`src/rtl/adcr_pkg.sv`:
```
package adcr_pkg;
  localparam int ADDR_W = 2;
  typedef enum logic [ADDR_W-1:0] {
    REG_LO   = 2'd0,
    REG_HI   = 2'd1,
    REG_CTRL = 2'd2
  } reg_sel_e;
  localparam int CTRL_ADJ_BIT  = 0;
  localparam int CTRL_FLAG_BIT = 1;
endpackage

```
`src/rtl/adcr_lock.sv`:
```
module adcr_lock (
  input  logic clk_i,
  input  logic rst_ni,
  input  logic lo_rd_i,
  input  logic hi_rd_i,
  input  logic done_i,
  output logic locked_o,
  output logic capture_o
);
  logic locked_q;

  // a low read in the done cycle also blocks, so the pair stays coherent
  assign capture_o = done_i & ~locked_q & ~lo_rd_i;
  assign locked_o  = locked_q;

  always_ff @(posedge clk_i or negedge rst_ni) begin
    if (!rst_ni)      locked_q <= 1'b0;
    else if (lo_rd_i) locked_q <= 1'b1;
    else if (hi_rd_i) locked_q <= 1'b0;
  end
endmodule

```
`src/rtl/adcr_flag.sv`:
```
module adcr_flag (
  input  logic clk_i,
  input  logic rst_ni,
  input  logic set_i,
  input  logic ack_i,
  input  logic sw_clr_i,
  output logic flag_o
);
  logic flag_q;

  always_ff @(posedge clk_i or negedge rst_ni) begin
    if (!rst_ni)                flag_q <= 1'b0;
    else if (set_i)             flag_q <= 1'b1;
    else if (ack_i || sw_clr_i) flag_q <= 1'b0;
  end

  assign flag_o = flag_q;
endmodule

```
`src/rtl/adcr_fmt.sv`:
```
module adcr_fmt #(
  parameter int RES_W  = 10,
  parameter int DATA_W = 8
) (
  input  logic [RES_W-1:0]  res_i,
  input  logic              left_i,
  output logic [DATA_W-1:0] lo_o,
  output logic [DATA_W-1:0] hi_o
);
  localparam int HI_W  = RES_W - DATA_W;
  localparam int PAD_W = DATA_W - HI_W;

  logic [DATA_W-1:0] r_lo, r_hi, l_lo, l_hi;

  assign r_lo = res_i[DATA_W-1:0];
  assign r_hi = {{PAD_W{1'b0}}, res_i[RES_W-1:DATA_W]};
  assign l_hi = res_i[RES_W-1 -: DATA_W];
  assign l_lo = {res_i[HI_W-1:0], {PAD_W{1'b0}}};

  assign lo_o = left_i ? l_lo : r_lo;
  assign hi_o = left_i ? l_hi : r_hi;
endmodule

```
`src/rtl/adcr_result_regs.sv`:
```
module adcr_result_regs
  import adcr_pkg::*;
#(
  parameter int RES_W  = 10,
  parameter int DATA_W = 8
) (
  input  logic              clk_i,
  input  logic              rst_ni,
  input  logic [1:0]        addr_i,
  input  logic              rd_en_i,
  input  logic              wr_en_i,
  input  logic [DATA_W-1:0] wdata_i,
  output logic [DATA_W-1:0] rdata_o,
  input  logic              done_i,
  input  logic [RES_W-1:0]  res_i,
  input  logic              irq_ack_i,
  output logic              irq_flag_o
);
  logic [RES_W-1:0]  res_q;
  logic              adj_q;
  logic [DATA_W-1:0] rdata_q, rd_mux, fmt_lo, fmt_hi;
  logic              lo_rd, hi_rd, ctrl_wr, locked, capture, sw_clr;

  assign lo_rd   = rd_en_i && (addr_i == REG_LO);
  assign hi_rd   = rd_en_i && (addr_i == REG_HI);
  assign ctrl_wr = wr_en_i && (addr_i == REG_CTRL);
  assign sw_clr  = ctrl_wr && wdata_i[CTRL_FLAG_BIT];

  logic unused_wdata;
  assign unused_wdata = ^wdata_i;

  adcr_lock u_lock (
    .clk_i     (clk_i),
    .rst_ni    (rst_ni),
    .lo_rd_i   (lo_rd),
    .hi_rd_i   (hi_rd),
    .done_i    (done_i),
    .locked_o  (locked),
    .capture_o (capture)
  );

  adcr_flag u_flag (
    .clk_i    (clk_i),
    .rst_ni   (rst_ni),
    .set_i    (done_i),
    .ack_i    (irq_ack_i),
    .sw_clr_i (sw_clr),
    .flag_o   (irq_flag_o)
  );

  adcr_fmt #(.RES_W(RES_W), .DATA_W(DATA_W)) u_fmt (
    .res_i  (res_q),
    .left_i (adj_q),
    .lo_o   (fmt_lo),
    .hi_o   (fmt_hi)
  );

  always_comb begin
    rd_mux = '0;
    case (addr_i)
      REG_LO:   rd_mux = fmt_lo;
      REG_HI:   rd_mux = fmt_hi;
      REG_CTRL: begin
        rd_mux[CTRL_ADJ_BIT]  = adj_q;
        rd_mux[CTRL_FLAG_BIT] = irq_flag_o;
      end
      default:  rd_mux = '0;
    endcase
  end

  always_ff @(posedge clk_i or negedge rst_ni) begin
    if (!rst_ni) begin
      res_q   <= '0;
      adj_q   <= 1'b0;
      rdata_q <= '0;
    end else begin
      if (capture) res_q   <= res_i;
      if (ctrl_wr) adj_q   <= wdata_i[CTRL_ADJ_BIT];
      if (rd_en_i) rdata_q <= rd_mux;
    end
  end

  assign rdata_o = rdata_q;
endmodule

```
`config.mk`:
```
export PLATFORM = sky130hd
export DESIGN_NAME = adcr_result_regs
export DESIGN_NICKNAME = d
export VERILOG_FILES = /design/src/rtl/adcr_pkg.sv /design/src/rtl/adcr_lock.sv /design/src/rtl/adcr_flag.sv /design/src/rtl/adcr_fmt.sv /design/src/rtl/adcr_result_regs.sv
export SDC_FILE = /design/constraint.sdc
export NUM_CORES = 1
export LEC_CHECK = 0
export CORE_MARGIN = 5
export CORE_UTILIZATION = 47
export CTS_CLUSTER_SIZE = 20
export DETAILED_ROUTE_END_ITERATION = 10
export PLACE_DENSITY = 0.95
export REMOVE_ABC_BUFFERS = 1
export SKIP_LAST_GASP = 1
export SYNTH_ARGS = -nofsm -noshare
export SYNTH_HDL_FRONTEND = slang
export SYNTH_SLANG_ARGS = --single-unit
```
`constraint.sdc`:
```
create_clock -name clk_i -period 2.6 [get_ports clk_i]
set_input_delay 0.52 -clock clk_i [delete_from_list [all_inputs] [get_ports clk_i]]
set_output_delay 0.52 -clock clk_i [all_outputs]
set_load 0.03 [all_outputs]
```
### Word level (Yosys, flattened, before mapping)

Index checks and enable logic that the tools add are counted.

| storage, ports and cells | value |
|---|---|
| bits in registers | 21 |
| output and inout bits | 9 |
| word-level logic and storage cells | 27 |

| cells by class | value |
|---|---|
| equal/unequal tests | 2 |
| mux-type cells | 8 |
| bitwise operators | 4 |
| reduce and logical (&&, ||, !) cells | 8 |

Operators with widths:

| cell | number |
|---|---|
| two-way mux 8 bit | 2 |
| case mux 6 bit (2 select lines) | 1 |
| case mux 2 bit (3 select lines) | 1 |
| logical AND 1 bit | 4 |
| two-way mux 1 bit | 4 |
| nonzero test 2 bit | 2 |
| AND 1 bit | 2 |
| equality test 2 x 1 -> 1 bit, second input constant | 1 |
| equality test 2 bit, second input constant | 1 |
| zero test 2 bit | 1 |
| NOT 1 bit | 2 |
| logical OR 1 bit | 1 |

### Depth between registers and ports, before layout

| depth | value |
|---|---|
| depth after elaboration | 6 |
| depth in mapped cells | 4 |
| depth with buffers taken out | 3 |

### Hierarchy

From an unflattened synthesis, not the netlist that was laid out.

| second synthesis, totals | value |
|---|---|
| cell total of the unflattened synthesis | 92 |
| area, all modules | 1169.9 um^2 |

Modules (own cells, without submodules):

| module | times used | cells an instance | area each (um^2) | seq. area each (um^2) |
|---|---|---|---|---|
| adcr_result_regs | 1 | 67 | 927.1 | 475.5 |
| adcr_fmt | 1 | 18 | 157.7 | 0.0 |
| adcr_lock | 1 | 4 | 48.8 | 25.0 |
| adcr_flag | 1 | 3 | 36.3 | 25.0 |

### Worst setup path after synthesis

OpenSTA, ideal clock, no wires.

| path | value |
|---|---|
| path kind | input -> register |
| start point | input port addr_i[1] |
| end point | register res_q[0] |
| setup time | 0.125 ns |
| data arrival time | 1.300 ns |
| required time | 2.475 ns |
| slack | 1.174 ns |
| stages | 4 |
| cells stage by stage | nand2b_4 > o211a_1 > buf_6 > mux2_4 |

| between the ends | value |
|---|---|
| longest elaborated chain between the ends | 4 |

RTL lines:

| what | RTL line | text |
|---|---|---|
| from (decl) | adcr_result_regs.sv:9 | `input logic [1:0] addr_i,` |
| zero test 2 bit | adcr_result_regs.sv:24 | `assign lo_rd = rd_en_i && (addr_i == REG_LO);` |
| logical AND 1 bit | adcr_result_regs.sv:24 |  |
| NOT 1 bit | adcr_lock.sv:13 | `assign capture_o = done_i & ~locked_q & ~lo_rd_i;` |
| AND 1 bit | adcr_lock.sv:13 |  |
| to (signal assigned) | adcr_result_regs.sv:77 | `if (capture) res_q <= res_i;` |
| to (decl) | adcr_result_regs.sv:19 | `logic [RES_W-1:0] res_q;` |

No other way between the ends.
A chain may end at the register's enable or synchronous reset.

### Worst setup path in the final report

| path | value |
|---|---|
| start point | input port addr_i[1] |
| end point | register res_q[7] |

Same word-level chain as after synthesis.

==> impl_results.md <==
* Status: finished, final reports clean
* Routed vias/inst at 5.46
* Average size of a mapped cell at 12.8 um^2
* Reg2Reg Depth at 3
* Top cells by area, synth: dfrtp_1 53%, mux2_4 15%, a221o_1 4.0%
* Layout net count at 135
* WS Path Type: in2reg
* Initial antenna violation count at 0
* H-tree depth at 1
* Slew HR at 65.1%
* Die span in x at 56.2 um
* Register Area at 526 um^2
* Final setup margin at 0.618 ns
* Drt first pass iters at 4
* I/O Pins at 35
* Distinct cells, synth at 25
* DRC viols at 0
* Worst min path class: reg2reg
* Placed Cells incl. Taps at 131
* Critical-path top delay cell: clkdlybuf4s50_1
* Register bit total from synthesis at 21
* ANT cells at 0
* Tcrit/Tclk final at 76.2%
* Total chip power at 0.000834 W
* Leak Pwr at 0.596 nW
* Worst-path maximum fanout at 10
* Fill cells at 147
* Top cell type's share of synthesized area at 52.5%
* Endpoints failing setup at 0
* Vias in the first global route at 739
* GRT overflow at 0
* Die Ht at 56.2 um
* Initial core utilization at 50.0%
* Minimum clock period at 1.98 ns
* Clock slew at reported path FFs at 0.10 ns
* Count of input and output buffers at 28
* WHS Path Cells at 2
* Seq/Total Area, Yosys at 52.5%
* Max-slew violation count at 0
* Fin. Hold Viols at 0
* Pre-CTS WS at 0.289 ns
* Fmax at 505 MHz
* Core ar. at 0.00200 mm^2
* Critical Path AT at 2.17 ns
* Setup TNS at 0 ns
* CP Launch Type: input port
* Post-DP HPWL at 1610 um
* FP Rows at 16
* Critical path depth at 4
* Setup Fix Bufs, Post-CTS at 0
* RSZ-0062 raised after global routing: no
* GRT Total Usage at 13.9%
* Final instance area at 0.00133 mm^2
* First-pass GRT wire length at 3390 um
* 1st-iter DRT viols at 16
* P&R area growth vs syn at 33.0%
* Delay-heaviest family, CP: buffers and inverters
* Clk Latency, worst-skew pair at 0.29 ns
* Cell area after synthesis at 0.00100 mm^2
* Cells along the critical path: clkdlybuf4s50_1, nand2b_4, o211a_1, mux2_4
* Synth Instances at 78
* Drt wl/cell at 14.8 um
* Post_cts resized at 0
* Layout cells sized above 1 at 17.6%
* Routed Antenna Nets at 0
* Root Driver: clkbuf_4
* Sink Count at 21
* Final wirelength at 1990 um
* Worst path bufs/invs at 1
* Max-Cap Viols at 0
* Die area at 0.00315 mm^2
* CTS tree: done
* Dpl cell area at 0.00131 mm^2
* CP Capture Type: register
* Worst path max stage delay at 0.60 ns
* GP Congestion at 0.792
* Area of the multi-input gates at 439 um^2
* VDD IR max at 0.433 mV
* Power Dens Cells at 626 mW/mm^2
* Pin count of the biggest net entering global routing at 22
* Worst Path Required at 2.79 ns
* Synth warn at 0
* Worst-Margin Slew at 0.524 ns
* Clk buf depth at 2
* Total CTS buffers at 3
* Cell taking the most area after synthesis: dfrtp_1
* Post-route insts no fill at 135
* Vias at 737
* Hold buffer count at CTS at 0
* Setup Skew at 0.000722 ns
==> placed cells by master, fill, tap and decap left out, types with 4 or more instances in the layout <==
cell / n
clkdlybuf4s50_1: 28
dfrtp_1: 21
mux2_4: 10
nor2_1: 4
nor2b_1: 4
a221o_1: 4
==> area by class of cell <==
cell class | instances | area share (%)
flip-flops and latches | 21 | 39.5
multi-input cells | 50 | 33.0
repair buffers | 30 | 22.2
well taps | 27 | 2.54
clock buffers | 4 | 1.97
inverters | 3 | 0.846
==> metal layers <==
| metal | GRT usage [%] | part of all wire [%] | up-vias |
|---|---|---|---|
| met5 | 0 | 0 | - |
| met4 | 8.81 | 2.0 | 0 |
| met3 | 2.09 | 4.2 | 4 |
| met2 | 22.4 | 53 | 23 |
| met1 | 17.3 | 41 | 359 |
| li1 | - | - | 351 |
==> cells by family after synthesis <==
family / synth area share [%]
and+or+nand+nor: 11.1
buffers and inverters: 3.62
AOI/OAI and AO/OA: 12.5
DFF: 52.5
muxes: 20.2
==> where the power goes <==
group | internal (W) | total [W] | switching, W
sequential | 0.000382 | 0.000436 | 0.0000539
combinational | 0.000146 | 0.000248 | 0.000101
clock | 0.0000597 | 0.000150 | 0.0000900
total | 0.000589 | 0.000833 | 0.000245
==> worst paths after layout <==
kind,slack [ns],endpoint,from
worst max-delay path,0.62,res_q[7],addr_i[1]
worst min-delay path,0.51,u_lock.locked_o,u_lock.locked_o
worst max register to register,1.14,rdata_o[0],adj_q
worst min register to register,0.51,u_lock.locked_o,u_lock.locked_o
max in group asynchronous,1.83,rdata_o[6],rst_ni
min in group asynchronous,0.56,res_q[2],rst_ni
==> sequential cells by signal (all words and copies together), names as in the netlist <==
name	count
u_flag.flag_o	1
u_lock.locked_o	1
adj_q	1
res_q	10
rdata_o	8
==> worst register-to-register path, cell delays in order (launching register included) <==
cell	delay [ns]
dfrtp_1	0.61
mux2_2	0.38
a221oi_1	0.28
nor3_1	0.08
==> synthesized netlist by cell type <==
master,n
a31o_2,1
inv_1,3
a221oi_1,1
o211ai_1,2
a21oi_1,1
buf_2,2
nand2_1,3
nor3_1,2
dfrtp_1,21
clkbuf_1,1
a221o_1,4
nand4_1,1
or3_1,1
nor4b_1,1
nand3_1,3
mux2i_1,3
mux2_4,10
nand2b_4,1
nor2b_1,4
mux2_2,2
a31oi_1,2
buf_6,1
nor2_1,4
o21ai_0,1
o211a_1,3
==> stage by stage <==
step / util, % / hold WS, ns
after floorplan: - / 0.224
after global placement: 65.2 / 0.466
after detailed placement: 65.2 / 0.493
after CTS: 66.5 / 0.519
after global routing: 66.5 / 0.526
final: 66.5 / 0.511
(Power assumes the default switching activity.)
